==> config.mk <==
export PLATFORM = sky130hd
export DESIGN_NAME = edge_gap_codec
export DESIGN_NICKNAME = d
export VERILOG_FILES = /design/src/rtl/edge_gap_pkg.sv /design/src/rtl/edge_gap_dp.sv /design/src/rtl/edge_gap_ctrl.sv /design/src/rtl/edge_gap_codec.sv
export SDC_FILE = /design/constraint.sdc
export NUM_CORES = 1
export LEC_CHECK = 0
export ABC_AREA = 0
export ABC_CLOCK_PERIOD_IN_PS = 1800
export BUFFER_PORTS_ARGS = -buffer_cell sky130_fd_sc_hd__buf_2
export CAP_MARGIN = 20
export CELL_PAD_IN_SITES_DETAIL_PLACEMENT = 0
export CELL_PAD_IN_SITES_GLOBAL_PLACEMENT = 1
export CORE_ASPECT_RATIO = 1.5
export CORE_MARGIN = 4
export CORE_UTILIZATION = 42
export DETAILED_ROUTE_END_ITERATION = 8
export GPL_ROUTABILITY_DRIVEN = 0
export PLACE_DENSITY = 0.72
export SLEW_MARGIN = 20
export SYNTH_ARGS = -nofsm -noshare
export SYNTH_HDL_FRONTEND = slang
export SYNTH_SLANG_ARGS = --single-unit
==> constraint.sdc <==
create_clock -name clk -period 1.8 [get_ports clk]
set_input_delay 0.36 -clock clk [delete_from_list [all_inputs] [get_ports clk]]
set_output_delay 0.36 -clock clk [all_outputs]
set_load 0.01 [all_outputs]
==> src/rtl/edge_gap_pkg.sv <==
package edge_gap_pkg;

  typedef enum logic [1:0] {
    TX_OFF,
    TX_IDLE,
    TX_GAP,
    TX_HOLD
  } txState_t;

  // strobes from control to datapath
  typedef struct packed {
    logic lineFlip;
    logic timerLoadBit;
    logic timerLoadHold;
    logic gapRestart;
    logic rxEmit;
    logic rxFlush;
  } ctrlStrobe_t;

  // conditions reported back by the datapath
  typedef struct packed {
    logic timerDone;
    logic edgeSeen;
    logic gapIdle;
  } dpStatus_t;

endpackage

==> src/rtl/edge_gap_dp.sv <==
module edge_gap_dp
  import edge_gap_pkg::*;
#(
  parameter int SHORT_TICKS  = 62,
  parameter int LONG_TICKS   = 125,
  parameter int THRESH_TICKS = 93,
  parameter int IDLE_TICKS   = 250,
  parameter int SYNC_STAGES  = 2,
  parameter int CNT_W        = 8
) (
  input  logic        clk,
  input  logic        rstN,
  input  ctrlStrobe_t strobe,
  input  logic        txBit,
  input  logic        pinIn,
  output dpStatus_t   status,
  output logic        lineLevel,
  output logic        rxBit,
  output logic        rxValid,
  output logic        rxEnd
);

  localparam logic [CNT_W-1:0] SHORT_LOAD = CNT_W'(SHORT_TICKS - 1);
  localparam logic [CNT_W-1:0] LONG_LOAD  = CNT_W'(LONG_TICKS - 1);
  localparam logic [CNT_W-1:0] IDLE_CNT   = CNT_W'(IDLE_TICKS);
  localparam logic [CNT_W-1:0] THRESH_CNT = CNT_W'(THRESH_TICKS);

  // synchroniser chain plus one history stage for edge detection
  logic [SYNC_STAGES:0] syncQ;
  logic [CNT_W-1:0]     gapCnt;
  logic [CNT_W-1:0]     txTimer;

  always_ff @(posedge clk or negedge rstN) begin
    if (!rstN) syncQ <= '0;
    else       syncQ <= {syncQ[SYNC_STAGES-1:0], pinIn};
  end

  // ticks since the last synchronised edge, saturating at the idle limit
  always_ff @(posedge clk or negedge rstN) begin
    if (!rstN)                   gapCnt <= IDLE_CNT;
    else if (strobe.gapRestart)  gapCnt <= CNT_W'(1);
    else if (gapCnt != IDLE_CNT) gapCnt <= gapCnt + CNT_W'(1);
  end

  // decoded bit and strobes
  always_ff @(posedge clk or negedge rstN) begin
    if (!rstN) begin
      rxBit   <= 1'b0;
      rxValid <= 1'b0;
      rxEnd   <= 1'b0;
    end else begin
      rxValid <= strobe.rxEmit;
      rxEnd   <= strobe.rxFlush;
      if (strobe.rxEmit) rxBit <= (gapCnt >= THRESH_CNT);
    end
  end

  // transmit interval timer, also used for the post-sequence hold
  always_ff @(posedge clk or negedge rstN) begin
    if (!rstN)                     txTimer <= '0;
    else if (strobe.timerLoadBit)  txTimer <= txBit ? LONG_LOAD : SHORT_LOAD;
    else if (strobe.timerLoadHold) txTimer <= IDLE_CNT;
    else if (txTimer != '0)        txTimer <= txTimer - CNT_W'(1);
  end

  always_ff @(posedge clk or negedge rstN) begin
    if (!rstN)                lineLevel <= 1'b0;
    else if (strobe.lineFlip) lineLevel <= ~lineLevel;
  end

  always_comb begin
    status.timerDone = (txTimer == '0);
    status.edgeSeen  = syncQ[SYNC_STAGES] ^ syncQ[SYNC_STAGES-1];
    status.gapIdle   = (gapCnt == IDLE_CNT);
  end

endmodule

==> src/rtl/edge_gap_ctrl.sv <==
module edge_gap_ctrl
  import edge_gap_pkg::*;
#(
  parameter int LONG_TICKS = 125,
  parameter int CNT_W      = 8
) (
  input  logic        clk,
  input  logic        rstN,
  input  logic        dirTx,
  input  logic        txValid,
  input  dpStatus_t   status,
  output ctrlStrobe_t strobe,
  output logic        txReady,
  output logic        pinOe
);

  localparam logic [CNT_W-1:0] TURN_LOAD = CNT_W'(LONG_TICKS - 1);

  logic             modeTx;
  logic             turning;
  logic [CNT_W-1:0] turnCnt;
  logic             haveEdge;
  txState_t         txState;

  logic txEn;
  logic rxEn;
  logic gapEnds;
  logic accept;

  // direction change: release the pin for one long interval, then settle
  always_ff @(posedge clk or negedge rstN) begin
    if (!rstN) begin
      modeTx  <= 1'b0;
      turning <= 1'b0;
      turnCnt <= '0;
    end else if (turning) begin
      if (turnCnt == '0) begin
        turning <= 1'b0;
        modeTx  <= dirTx;
      end else begin
        turnCnt <= turnCnt - CNT_W'(1);
      end
    end else if (dirTx != modeTx) begin
      turning <= 1'b1;
      turnCnt <= TURN_LOAD;
    end
  end

  always_comb begin
    txEn    = modeTx & ~turning;
    rxEn    = ~modeTx & ~turning;
    gapEnds = txEn & (txState == TX_GAP) & status.timerDone;
    txReady = txEn & ((txState == TX_IDLE) | gapEnds);
    accept  = txReady & txValid;

    strobe               = '0;
    strobe.lineFlip      = (txEn & (txState == TX_IDLE) & accept) | gapEnds;
    strobe.timerLoadBit  = accept;
    strobe.timerLoadHold = gapEnds & ~txValid;
    strobe.gapRestart    = status.edgeSeen;
    strobe.rxEmit        = rxEn & haveEdge & status.edgeSeen;
    strobe.rxFlush       = rxEn & haveEdge & ~status.edgeSeen & status.gapIdle;
  end

  always_ff @(posedge clk or negedge rstN) begin
    if (!rstN) begin
      txState <= TX_OFF;
    end else if (!txEn) begin
      txState <= TX_OFF;
    end else begin
      unique case (txState)
        TX_OFF:  txState <= TX_IDLE;
        TX_IDLE: if (accept) txState <= TX_GAP;
        TX_GAP:  if (gapEnds && !txValid) txState <= TX_HOLD;
        TX_HOLD: if (status.timerDone) txState <= TX_IDLE;
        default: txState <= TX_OFF;
      endcase
    end
  end

  always_ff @(posedge clk or negedge rstN) begin
    if (!rstN)                haveEdge <= 1'b0;
    else if (!rxEn)           haveEdge <= 1'b0;
    else if (status.edgeSeen) haveEdge <= 1'b1;
    else if (strobe.rxFlush)  haveEdge <= 1'b0;
  end

  assign pinOe = txEn;

endmodule

==> src/rtl/edge_gap_codec.sv <==
module edge_gap_codec
  import edge_gap_pkg::*;
#(
  parameter int CLK_HZ   = 125_000_000,
  parameter int SHORT_NS = 500,
  parameter int LONG_NS  = 1000
) (
  input  logic clk,
  input  logic rstN,
  input  logic dirTx,
  input  logic txData,
  input  logic txValid,
  output logic txReady,
  output logic rxData,
  output logic rxValid,
  output logic rxEnd,
  input  logic pinIn,
  output logic pinOut,
  output logic pinOe
);

  localparam int KHZ          = CLK_HZ / 1000;
  localparam int SHORT_TICKS  = KHZ * SHORT_NS / 1_000_000;
  localparam int LONG_TICKS   = KHZ * LONG_NS / 1_000_000;
  localparam int THRESH_TICKS = KHZ * ((SHORT_NS + LONG_NS) / 2) / 1_000_000;
  localparam int IDLE_TICKS   = 2 * LONG_TICKS;
  localparam int CNT_W        = $clog2(IDLE_TICKS + 1);

  ctrlStrobe_t strobe;
  dpStatus_t   status;

  edge_gap_ctrl #(
    .LONG_TICKS (LONG_TICKS),
    .CNT_W      (CNT_W)
  ) u_ctrl (
    .clk     (clk),
    .rstN    (rstN),
    .dirTx   (dirTx),
    .txValid (txValid),
    .status  (status),
    .strobe  (strobe),
    .txReady (txReady),
    .pinOe   (pinOe)
  );

  edge_gap_dp #(
    .SHORT_TICKS  (SHORT_TICKS),
    .LONG_TICKS   (LONG_TICKS),
    .THRESH_TICKS (THRESH_TICKS),
    .IDLE_TICKS   (IDLE_TICKS),
    .SYNC_STAGES  (2),
    .CNT_W        (CNT_W)
  ) u_dp (
    .clk       (clk),
    .rstN      (rstN),
    .strobe    (strobe),
    .txBit     (txData),
    .pinIn     (pinIn),
    .status    (status),
    .lineLevel (pinOut),
    .rxBit     (rxData),
    .rxValid   (rxValid),
    .rxEnd     (rxEnd)
  );

endmodule

==> flow_summary_export.csv <==
group,metric,value,unit
run_status,status,"finished, violations left",
run_status,violations,"setup timing",
yosys,syn_area,1910,sq um
yosys,seq_area_frac_synth,47.6,%
yosys,ys_ff_latch,36,
critical_path,endpoint_kind,"output port",
sta,fmax,494,MHz
cells_and_area,seq_area,908,sq um
yosys,synthCells,190,
cells_and_area,drive_gt1_share,36.9,%
drt,drc_errors,0,
global_routing,grt_pass1_wl,7610,um
yosys,yosysWarnings,0,
yosys,ys_async_sr_fraction,100,%
global_routing,grt_max_degree,37,
floorplan,core_area,4320,sq um
sta,finClkSkew,0.00335,ns
clock_network,cts_tree,"built",
place,hpwl,3170,um
global_routing,first_global_vias,1719,
critical_path,worstSetupStartpoint,"u_dp.txTimer[1]",
global_routing,grt_usage,16.6,%
clock_network,cts_hold_buf,0,
place,place_ws,-0.177,ns
sta,period_needed,2.02,ns
global_routing,grt_antenna_before_repair,0,
cells_and_area,multiInputGateArea,1080,sq um
clock_network,clk_latency,0.28,ns
job,maxCapViolations,0,
critical_path,cp.arrival,1.66,ns
sta,drv_slew,0,
cells_and_area,num_antenna_cells,0,
floorplan,io_pins,12,
sta,final_hold_viol_count,0,
sta,setup_viol,7,
drt,drt_iter0_drc,66,
drt,routedWlPerCell,15.2,um
floorplan,rows,29,
power,leakagePower,0.00114,uW
yosys,synth_edf_count,0,
drt,wl,4360,um
yosys,synth_top_area_cell,"dfrtp_1",
sta,relSlewSlack,69.7,%
yosys,synth_nets,205,
sta,rsz0062_at_grt,"true",
drt,via_per_inst,5.59,
power,power_density,1100,nW/um^2
floorplan,fp.dieW,63.0,um
power,p_total,2790,uW
yosys,synthDistinctLibCells,46,
cells_and_area,final_nets,255,
clock_network,clock-sinks,36,
sta,worst_slack,-0.225,ns
sta,finalCritPeriodShare,112,%
yosys,synth_area_leaders,"dfrtp_1 (39%), dfstp_2 (8.3%), ha_1 (5.9%)",
place,io_buffers,11,
floorplan,initial_utilization,44.2,%
cells_and_area,fin_area,2540,sq um
hold_path,hold_class,"in -> async",
drt,dr.pass1.iters,4,
place,placed_cell_area,2240,sq um
critical_path,crit_required,1.44,ns
clock_network,clockBufferDepth,2,
sta,worstMarginPinSlew,0.455,ns
floorplan,die_area,5700,sq um
critical_path,cp_max_fo,2,
critical_path,r2r_start,"u_dp.txTimer[1]",
drt,vias,1603,
critical_path,critPathLaunchType,"register",
yosys,ys.flop_type,"dfrtp_1",
floorplan,dieHeight,90.5,um
clock_network,cts_root_buf,"clkbuf_8",
drt,final_antenna_net_count,0,
power,ir_drop,611,uV
clock_network,clk_pin_slew,0.07,ns
clock_network,numCtsBuffers,5,
global_routing,grt_overflow_total,0,
yosys,synth.top_cell.area_share,39.4,%
cells_and_area,nFillCells,383,
clock_network,htreeDepth,2,
critical_path,path_class,"reg -> out",
cells_and_area,syn_to_final_growth,33.0,%
yosys,synth.avg_cell_area,10.0,sq um
-- repair_timing --
action / in CTS / in global routing
pin swaps: 10 / 6
resized for setup: 16 / 17
endpoints found under the setup margin: 18 / 20
buffers inserted: 6 / 1
-- area by class of cell --
type / count / area share (%)
Tap cell: 46 / 2.27
Clock buffer: 5 / 2.71
Clock inverter: 3 / 1.68
Multi-Input combinational cell: 138 / 42.5
Timing Repair Buffer: 46 / 13.1
Inverter: 13 / 1.92
Sequential cell: 36 / 35.8
-- cell families after synthesis --
kind of cell	synth area share, %
multiplexers	1.12
XOR/XNOR	5.51
AO/OA/AOI/OAI	17.0
buffers and inverters	3.22
flip-flops	47.6
adder cells (fa/ha/maj)	5.91
AND/OR/NAND/NOR	19.6
-- worst max-delay path, stage by stage (launching register included) --
cell and delay, ns:
dfrtp_1 0.39, inv_1 0.06, ha_2 0.17, or3b_4 0.41, o31ai_4 0.19, buf_2 0.17
-- per-layer routing --
| metal | vias up | global-route usage, % | wire length [um] |
|---|---|---|---|
| li1 | 789 | - | - |
| met1 | 793 | 17.2 | 1760 |
| met2 | 13 | 31.5 | 2430 |
| met3 | 8 | 3.74 | 85 |
| met4 | 0 | 6.45 | 88 |
| met5 | - | 0 | 0 |
-- power breakdown --
group	internal (uW)	switching [uW]	leakage (uW)
registers	1010	190	0.000415
clock network	410	300	0.0000541
logic	456	428	0.000667
total	1880	918	0.00114
-- layout by cell type, fill, tap and decap left out, drive strengths merged, types with 2 or more instances in the layout --
cell type | synthesis | final
buf | 1 | 46
dfrtp | 30 | 30
inv | 13 | 13
nor2 | 13 | 13
nand2 | 13 | 13
a21oi | 11 | 11
nor3 | 10 | 10
ha | 9 | 9
xnor2 | 8 | 8
a211oi | 8 | 8
o21ai | 8 | 8
dfstp | 6 | 6
a41oi | 5 | 5
clkbuf | 2 | 5
xor2 | 4 | 4
nand3 | 4 | 4
nor4 | 4 | 4
nor2b | 3 | 3
nand3b | 3 | 3
or4 | 3 | 3
or3 | 3 | 3
nor3b | 3 | 3
and2 | 3 | 3
nand4 | 2 | 2
a31oi | 2 | 2
o31ai | 2 | 2
a22oi | 2 | 2
a31o | 2 | 2
-- metrics by stage --
step	setup TNS [ns]	hold WS (ns)	util, %	cells
2_1_floorplan	-0.0985	0.0644	-	190
3_3_place_gp	-0.458	0.332	51.9	274
3_5_place_dp	-1.10	0.355	51.9	274
4_1_cts	-0.969	0.111	56.9	286
5_1_grt	-1.56	0.134	58.7	287
6_report	-0.893	0.106	58.7	287
-- Yosys cell counts, types with 2 or more instances --
master	n
ha_1	9
nor3b_1	3
a22oi_1	2
a211oi_1	7
a21oi_1	11
nand4_1	2
nor3_1	10
nor2b_1	3
dfstp_2	6
a31oi_1	2
nand3b_1	3
o31ai_1	2
nand3_1	4
xor2_1	4
nor2_1	13
dfrtp_1	30
o21ai_1	3
a41oi_1	5
or3_1	2
o21ai_0	5
and2_1	2
nor4_1	4
or4_1	3
inv_1	13
xnor2_1	8
clkbuf_1	2
nand2_1	13
-- registers in the layout (all words and copies together), names as in the netlist, 2 cells and up --
| name | flops |
|---|---|
| u_ctrl.turnCnt | 8 |
| u_dp.gapCnt | 8 |
| u_dp.txTimer | 8 |
| u_dp.syncQ | 3 |
| u_ctrl.txState | 2 |
-- path summary, 6_finish.rpt --
path / slack, ns / cells past startpoint / endpoint
worst min-delay path: 0.11 / 2 / u_dp.rxValid
max in group asynchronous: 1.35 / 2 / u_dp.gapCnt[4]
worst max-delay path: -0.22 / 5 / txReady
min in group clk: 0.18 / 1 / u_dp.syncQ[0]
worst min register to register: 0.36 / 0 / u_dp.syncQ[1]
worst max register to register: -0.21 / 8 / u_dp.txTimer[0]
No activity file was read; power rests on OpenSTA's default activity.
